==> config.mk <==
export PLATFORM = sky130hd
export DESIGN_NAME = boot_remap_ctrl
export DESIGN_NICKNAME = d
export VERILOG_FILES = /design/src/rtl/remap_pkg.sv /design/src/rtl/remap_regfile.sv /design/src/rtl/remap_decoder.sv /design/src/rtl/boot_remap_ctrl.sv
export SDC_FILE = /design/constraint.sdc
export NUM_CORES = 2
export LEC_CHECK = 0
export BUFFER_PORTS_ARGS = -buffer_cell sky130_fd_sc_hd__buf_2
export CAP_MARGIN = 15
export CORE_AREA = 5 5 453 344
export CTS_BUF_LIST = sky130_fd_sc_hd__clkbuf_8
export DETAILED_ROUTE_END_ITERATION = 6
export DIE_AREA = 0 0 458 349
export PLACE_DENSITY = 0.6
export SLEW_MARGIN = 20
export SYNTH_ARGS = -nofsm -noshare
export SYNTH_HDL_FRONTEND = slang
export SYNTH_SLANG_ARGS = --single-unit
==> constraint.sdc <==
create_clock -name clk -period 4.2 [get_ports clk]
set_input_delay 0.42 -clock clk [delete_from_list [all_inputs] [get_ports clk]]
set_output_delay 0.42 -clock clk [all_outputs]
set_load 0.005 [all_outputs]
==> src/rtl/remap_pkg.sv <==
package remap_pkg;

    localparam int REG_AW = 12;

    localparam logic [REG_AW-1:0] OFS_PRIO = 12'h080;
    localparam logic [REG_AW-1:0] OFS_IDLE = 12'h084;
    localparam logic [REG_AW-1:0] OFS_CTRL = 12'h088;
    localparam logic [REG_AW-1:0] OFS_REV  = 12'h08C;

    localparam logic [31:0] REV_WORD = 32'h0001_0301;

    // Mask applied to address bits [31:20] for a window of 2^k megabytes.
    function automatic logic [11:0] win_mask(input logic [3:0] k);
        if (k >= 4'd12) return 12'h000;
        return ~((12'd1 << k) - 12'd1);
    endfunction

endpackage

==> src/rtl/remap_regfile.sv <==
module remap_regfile
    import remap_pkg::*;
#(
    parameter int NUM_SLV   = 32,   // at most 32: slot words must stay below 0x80
    parameter int ROM_IDX   = 4,
    parameter int RAM_IDX   = 6,
    parameter int BASE_STEP = 16,
    parameter int DFLT_SIZE = 1
) (
    input  logic                    clk,
    input  logic                    rst_n,
    input  logic                    acc_wr,
    input  logic                    acc_rd,
    input  logic [REG_AW-1:0]       acc_addr,
    input  logic [3:0]              acc_be,
    input  logic [31:0]             acc_wdata,
    output logic [31:0]             acc_rdata,
    output logic                    acc_err,
    output logic                    remap_active,
    output logic [NUM_SLV*12-1:0]   win_base,
    output logic [NUM_SLV*4-1:0]    win_size
);

    localparam int IDX_W    = (NUM_SLV > 1) ? $clog2(NUM_SLV) : 1;
    localparam int SLV_SPAN = NUM_SLV * 4;

    typedef struct packed {
        logic [NUM_SLV-1:0][31:0] slv;
        logic                     remap;
        logic [11:0]              ram_base;
        logic [11:0]              rom_base;
        logic [31:0]              rdata;
        logic                     err;
    } state_t;

    state_t st_d, st_q;

    function automatic state_t reset_state();
        state_t s;
        s = '0;
        for (int i = 0; i < NUM_SLV; i++) begin
            s.slv[i] = {12'(i * BASE_STEP), 4'(DFLT_SIZE), 16'h0000};
        end
        return s;
    endfunction

    // Effective bases: ROM and RAM follow the latched values once remapped.
    logic [NUM_SLV-1:0][11:0] base_eff;
    logic [NUM_SLV-1:0][3:0]  size_eff;

    for (genvar g = 0; g < NUM_SLV; g++) begin : g_win
        if (g == ROM_IDX) begin : g_rom
            assign base_eff[g] = st_q.remap ? st_q.rom_base : st_q.slv[g][31:20];
        end else if (g == RAM_IDX) begin : g_ram
            assign base_eff[g] = st_q.remap ? st_q.ram_base : st_q.slv[g][31:20];
        end else begin : g_plain
            assign base_eff[g] = st_q.slv[g][31:20];
        end
        assign size_eff[g] = st_q.slv[g][19:16];
    end

    logic             full_acc, is_slv, is_prio, is_idle, is_ctrl, is_rev, known;
    logic [IDX_W-1:0] slot;
    logic [31:0]      rd_word;

    always_comb begin
        full_acc = (acc_be == 4'hF) && (acc_addr[1:0] == 2'b00);
        is_slv   = full_acc && (acc_addr < REG_AW'(SLV_SPAN));
        is_prio  = full_acc && (acc_addr == OFS_PRIO);
        is_idle  = full_acc && (acc_addr == OFS_IDLE);
        is_ctrl  = full_acc && (acc_addr == OFS_CTRL);
        is_rev   = full_acc && (acc_addr == OFS_REV);
        known    = is_slv || is_prio || is_idle || is_ctrl || is_rev;
        slot     = acc_addr[IDX_W+1:2];

        rd_word = 32'h0;
        if (is_slv) begin
            if ((int'(slot) == ROM_IDX) || (int'(slot) == RAM_IDX))
                rd_word = {base_eff[slot], st_q.slv[slot][19:16], 16'h0000};
            else
                rd_word = st_q.slv[slot];
        end else if (is_ctrl) begin
            rd_word = {31'h0, st_q.remap};
        end else if (is_rev) begin
            rd_word = REV_WORD;
        end
    end

    always_comb begin
        st_d     = st_q;
        st_d.err = 1'b0;
        if (acc_wr) begin
            if (!known) begin
                st_d.err = 1'b1;
            end else if (is_slv) begin
                st_d.slv[slot] = acc_wdata;
            end else if (is_ctrl) begin
                if (acc_wdata[0] && !st_q.remap) begin
                    st_d.remap    = 1'b1;
                    st_d.ram_base = st_q.slv[ROM_IDX][31:20];
                    st_d.rom_base = st_q.slv[ROM_IDX][31:20]
                                  + (12'd1 << st_q.slv[RAM_IDX][19:16]);
                end else if (!acc_wdata[0] && st_q.remap) begin
                    st_d.err = 1'b1;
                end
            end
        end else if (acc_rd) begin
            st_d.rdata = rd_word;
            st_d.err   = !known;
        end
    end

    always_ff @(posedge clk) begin
        if (!rst_n) st_q <= reset_state();
        else        st_q <= st_d;
    end

    assign acc_rdata    = st_q.rdata;
    assign acc_err      = st_q.err;
    assign remap_active = st_q.remap;
    assign win_base     = base_eff;
    assign win_size     = size_eff;

    AST_REMAP_STICKY: assert property (@(posedge clk) disable iff (!rst_n)
        st_q.remap |=> st_q.remap);

    AST_ERR_KEEPS_REMAP: assert property (@(posedge clk) disable iff (!rst_n)
        acc_err |-> $stable(st_q.remap));

    AST_RAM_FROM_ROM_SLOT: assert property (@(posedge clk) disable iff (!rst_n)
        $rose(st_q.remap) |-> st_q.ram_base == $past(st_q.slv[ROM_IDX][31:20]));

    AST_ROM_ABOVE_RAM: assert property (@(posedge clk) disable iff (!rst_n)
        $rose(st_q.remap) |->
            st_q.rom_base == 12'(st_q.ram_base + (12'd1 << $past(st_q.slv[RAM_IDX][19:16]))));

    AST_REV_CONST: assert property (@(posedge clk) disable iff (!rst_n)
        (acc_rd && !acc_wr && acc_be == 4'hF && acc_addr == OFS_REV) |=> acc_rdata == REV_WORD);

endmodule

==> src/rtl/remap_decoder.sv <==
module remap_decoder
    import remap_pkg::*;
#(
    parameter int NUM_SLV = 32
) (
    input  logic [NUM_SLV*12-1:0] win_base,
    input  logic [NUM_SLV*4-1:0]  win_size,
    input  logic [31:0]           bus_addr,
    output logic [NUM_SLV-1:0]    slave_sel
);

    logic [NUM_SLV-1:0] hit;

    for (genvar g = 0; g < NUM_SLV; g++) begin : g_cmp
        logic [11:0] msk;
        assign msk    = win_mask(win_size[g*4 +: 4]);
        assign hit[g] = (win_size[g*4 +: 4] != 4'd0)
                     && ((bus_addr[31:20] & msk) == (win_base[g*12 +: 12] & msk));
    end

    always_comb begin
        logic found;
        found     = 1'b0;
        slave_sel = '0;
        for (int i = 0; i < NUM_SLV; i++) begin
            if (hit[i] && !found) begin
                slave_sel[i] = 1'b1;
                found        = 1'b1;
            end
        end
    end

endmodule

==> src/rtl/boot_remap_ctrl.sv <==
module boot_remap_ctrl
    import remap_pkg::*;
#(
    parameter int NUM_SLV   = 32,
    parameter int ROM_IDX   = 4,
    parameter int RAM_IDX   = 6,
    parameter int BASE_STEP = 16,
    parameter int DFLT_SIZE = 1
) (
    input  logic                  clk,
    input  logic                  rst_n,
    input  logic                  acc_wr,
    input  logic                  acc_rd,
    input  logic [11:0]           acc_addr,
    input  logic [3:0]            acc_be,
    input  logic [31:0]           acc_wdata,
    output logic [31:0]           acc_rdata,
    output logic                  acc_err,
    output logic                  remap_active,
    output logic [NUM_SLV*12-1:0] win_base,
    output logic [NUM_SLV*4-1:0]  win_size,
    input  logic [31:0]           bus_addr,
    output logic [NUM_SLV-1:0]    slave_sel
);

    remap_regfile #(
        .NUM_SLV   (NUM_SLV),
        .ROM_IDX   (ROM_IDX),
        .RAM_IDX   (RAM_IDX),
        .BASE_STEP (BASE_STEP),
        .DFLT_SIZE (DFLT_SIZE)
    ) u_regs (
        .clk          (clk),
        .rst_n        (rst_n),
        .acc_wr       (acc_wr),
        .acc_rd       (acc_rd),
        .acc_addr     (acc_addr),
        .acc_be       (acc_be),
        .acc_wdata    (acc_wdata),
        .acc_rdata    (acc_rdata),
        .acc_err      (acc_err),
        .remap_active (remap_active),
        .win_base     (win_base),
        .win_size     (win_size)
    );

    remap_decoder #(
        .NUM_SLV (NUM_SLV)
    ) u_dec (
        .win_base  (win_base),
        .win_size  (win_size),
        .bus_addr  (bus_addr),
        .slave_sel (slave_sel)
    );

    AST_SEL_ONEHOT: assert property (@(posedge clk) disable iff (!rst_n)
        $onehot0(slave_sel));

endmodule

==> flow_results.org <==
** Final layout
- Post-Route Utilization :: 0.465
- Fill cell instance count of the final layout :: 14,600
- Signed area change from the synthesized netlist to the final layout :: 11.4%
- Of the cells placed in the final design, the portion with a size suffix greater than 1 is 0.217.
- Total non-filler cell area in the finished layout :: about 70,000 µm²
- After the last flow step, the layout net total stands at 7,845.
- Most used cells in the layout excluding fill and tap cells :: nand2_1 (2,275), dfxtp_1 (1,073), a21boi_0 (950), buf_2 (627), buf_4 (321)
- Most common library cell in the layout ignoring fill and taps :: nand2_1

** Critical path
- In this run the worst path has a maximum fanout of 8.
- Critical Path, Cell by Cell :: or4_4, ha_4, buf_6, a21oi_2, o21ai_1, a32oi_1, nor3_2, or4_4, or3_4, or2_1, buf_6, nor4b_2, buf_2
- Worst Path Arrival :: 4.54 ns
- For this run, the slowest stage of the critical path takes 0.55 ns.
- The startpoint identified for the worst register-to-register timing path is u_regs.win_size[25]$_SDFFE_PN0P_.
- Top cell family by delay on the critical path :: simple AND/OR/NAND/NOR gates
- Critical path launch point type :: flip-flop
- Worst endpoint required time :: 3.78 ns
- The endpoint identified for the worst register-to-register timing path is u_regs.st_q[44]$_SDFFE_PN0P_.
- Critical Setup Path Class :: flip-flop to output port
- R2r worst-path depth :: 13
- Worst reg2reg setup slack :: about 0.8 ns
- The slowest stage of the critical path belongs to the cell or4_4.
- The critical path contains buffers and inverters numbering 3 combined.
- STA classifies the critical path endpoint as an output port.

** Logic synthesis
- Unique masters post-synth :: between 80 and 90
- Area contributors post-synth :: dfxtp_1 (34%), nand2_1 (14%), a21boi_0 (11%)
- Counting flops and latches in the post-synthesis netlist gives around 1,100.
- Number of enable flip-flop cells after synthesis :: 0
- In this run the cell area of the synthesized design comes to 62,900 µm².
- Avg Cell Area, Syn :: around 8.1 µm²
- Of all cell types, the one taking the most synthesized area is dfxtp_1.
- The share of the Yosys chip area taken by registers is 0.344.
- Synthesized Nets :: a little under 8,000
- The share of synthesized area in the top cell type comes to 0.344.
- Cell count after synthesis :: 7,740
- In the synthesized netlist the async set-or-reset flop fraction comes to 0.
- Among all flip-flop cells after synthesis, the most frequent one is dfxtp_1.
- For this run, the number of Yosys warnings is 0.

** Floorplanning
- Number of cell rows :: about 120
- Area of the die :: between 150,000 and 200,000 µm²
- The initial utilization of the core area, before any placement, comes to 0.417.
- Core area :: between 150,000 and 200,000 µm²
- Chip height :: roughly 350 µm
- The die is around 460 µm wide.
- For this design the top-level I/O count stands at approximately 660.

** Timing
- Counting I/O delays and the setup requirement, the final critical path takes 4.96 ns.
- Worst slew margin :: 0.187
- Fin Clk Skew :: around 0.056 ns
- For the pin with the worst max-slew slack, the measured transition is 1.22 ns.
- Setup repair after global routing could not meet its margin everywhere.
- Final setup violation count :: 29
- Once routing completed, OpenROAD measured the worst setup slack at -0.756 ns.
- Crit share post-route :: 1.18
- Maximum operating frequency :: between 200 and 250 MHz
- The final-report hold violation count was 0.
- Slew Viols, Final :: 0

** Placement
- Final weighted congestion in routability-driven placement :: 0.970
- Input and output buffers added on the ports amount to 640.
- Detailed-placement wirelength estimate :: slightly below 200 mm
- In this run the cell area measured after placement is 65,300 µm².

** Power
- Worst voltage drop across the vdd grid :: 0.303 mV
- Static leakage power :: roughly 26 nW
- Combinational power share :: 0.072
- Cell internal power was estimated by the tool at roughly 16 mW.
- In this run the power density over the cells is roughly 320 nW/µm².
- Summed over all nets, the switching power comes to 5.91 mW.
- Relative contribution of the clock network to total power :: 0.464
- Of the total power, the share spent switching nets is 0.267.
- Fraction of power consumed by sequential logic :: 0.464

** Detailed routing
- The first detailed-routing pass ran for 6 iterations.
- The first routing iteration left ~8,400 violations.
- Routed length per instance :: ~29 µm
- Ratio of routed vias to standard cells :: 5.91
- Across all layers, the routed design uses just under 60,000 vias.
- Residual DRC count :: 0
- Post-route ant nets :: 0
- Summed over all layers, the routed wires come to roughly 280 mm.

** Global routing
- After global routing the overflow that remains totals 0.
- For this run, the total global-route usage over all layers was measured as 0.336.
- Number of antenna violations at the first check in global routing :: 16
- Entering global routing, the biggest net connects roughly 180 pins.
- Via count of the first global-routing pass :: roughly 54,000
- The first global-routing pass estimated approximately 400 mm of wire.

** Clock tree
- CTS sink cnt :: 1,082
- Clock tree from TritonCTS :: built
- Clock latency reported for the late side of the worst-skew pair :: approximately 0.97 ns
- Number of buffers on the longest clock path :: 3
- Number of clock buffers inserted by TritonCTS :: 180
- Clock-pin slew reported for the worst setup and hold paths after clock tree synthesis :: about 0.060 ns
- Depth of the CTS H-tree :: 4
- The tree is rooted in a clkbuf_8.

** Run status
- The final reports fail on setup timing.
- The flow ran to the end, but the final reports show violations.

** Hold path
- Hold Crit Start :: acc_wdata[10]
- Worst hold path endpoint :: u_regs.st_q[388]$_SDFFE_PN0P_
- The worst hold path was traced through 3 stages.
- The tightest min-delay check is of the input pin to flip-flop type.

** Run
- Max-capacitance violation count :: 0
## power groups by stage
stage	clock network (mW)	registers [mW]	logic [mW]
detailed placement	0	10.5	1.52
finish	10.3	10.3	1.60
CTS	10.4	10.3	1.54
global route	10.8	10.3	1.63
global placement	0	10.5	1.51
floorplan	0	10.5	0.927
## metal layers
layer  GRT usage  up-vias  wire, µm  part of all wire
met1       0.445    28400    112000              0.40
met3      0.0770      757     30200              0.11
met2       0.491     3514    119000              0.42
met5           0        -        54           0.00019
met4       0.221        8     21100             0.075
li1            -    25700         -                 -
## stage by stage
stage                     setup TNS, ns  hold slack [ns]  cells  power [mW]  worst slack [ns]
after floorplan                       0            0.437   7740        11.4             0.187
after global placement           -10.42            0.446   9513        12.0            -0.699
after detailed placement          -9.64            0.453   9514        12.0            -0.634
after CTS                        -14.38          0.00430   9869        22.2            -0.752
after global routing             -19.18           0.0649   9880        22.7            -0.853
final                            -14.26           0.0869   9883        22.1            -0.756
## registers in the layout, indices dropped and copies added, names as in the netlist
| signal | count |
|---|---|
| u_regs.win_size | 128 |
| u_regs.acc_rdata | 32 |
| u_regs.st_q | 560 |
| u_regs.acc_err | 1 |
| u_regs.remap_active | 1 |
| u_regs.win_base | 360 |
## Yosys cell counts, types with 24 or more instances
master    instances
buf_4           550
xnor2_1         175
a211oi_1         32
mux2_2           36
inv_1            52
and2_1           28
dfxtp_1        1082
nor2_1          180
nor3_1           87
buf_2            36
o21ai_0         138
nand2b_1         24
nand2_1        2276
clkbuf_1        616
a31oi_1          50
a22oi_1          65
o211ai_1         63
mux2i_1          27
a221oi_1         38
nand3_1         149
nor2b_1          40
ha_1             43
xor2_1          211
a21boi_0        950
nor4b_1          27
buf_1            34
mux4_2          238
a21oi_1         166
## worst max path at each step
stage                     cells after the start                        startpoint       endpoint  slack (ns)
final                                        13  u_regs.win_size[53]$_SDFFE_PN0P_  slave_sel[28]       -0.76
after global routing                         13  u_regs.win_size[53]$_SDFFE_PN0P_  slave_sel[28]       -0.85
after CTS                                    14  u_regs.win_size[46]$_SDFFE_PN0P_  slave_sel[30]       -0.75
after detailed placement                     13   u_regs.win_size[9]$_SDFFE_PN0P_  slave_sel[31]       -0.63
after global placement                       13   u_regs.win_size[9]$_SDFFE_PN0P_  slave_sel[30]       -0.70
after floorplan                              14   u_regs.win_size[2]$_SDFFE_PN0P_  slave_sel[29]        0.19
## repair_timing
action,CTS,global route
setup endpoints to repair,30,30
resized for setup,89,39
pin swaps,25,28
hold buffers,20,0
setup buffers,11,8
endpoints found under the hold margin,273,0
## cell type report
class | instances | area, µm² | share of cell area
multi-input cells | 5363 | 34800 | 0.497
flip-flops and latches | 1082 | 21700 | 0.309
repair buffers | 1038 | 6990 | 0.0997
clock buffers | 240 | 3300 | 0.0471
well taps | 2016 | 2520 | 0.0360
clock inverters | 84 | 601 | 0.00856
inverters | 52 | 195 | 0.00278
diodes | 8 | 20.0 | 0.000285
## kinds of logic after synthesis
group,synth area share
XOR/XNOR,0.0537
adder cells (fa/ha/maj),0.00887
AO/OA/AOI/OAI,0.191
AND/OR/NAND/NOR,0.195
flip-flops,0.344
multiplexers,0.0959
buffers and inverters,0.112
## tightest hold or removal path, stage by stage
cell and delay [ns]:
buf_2 0.37, nand2_1 0.14, a21boi_0 0.07
No activity file was read; power rests on OpenSTA's default activity.
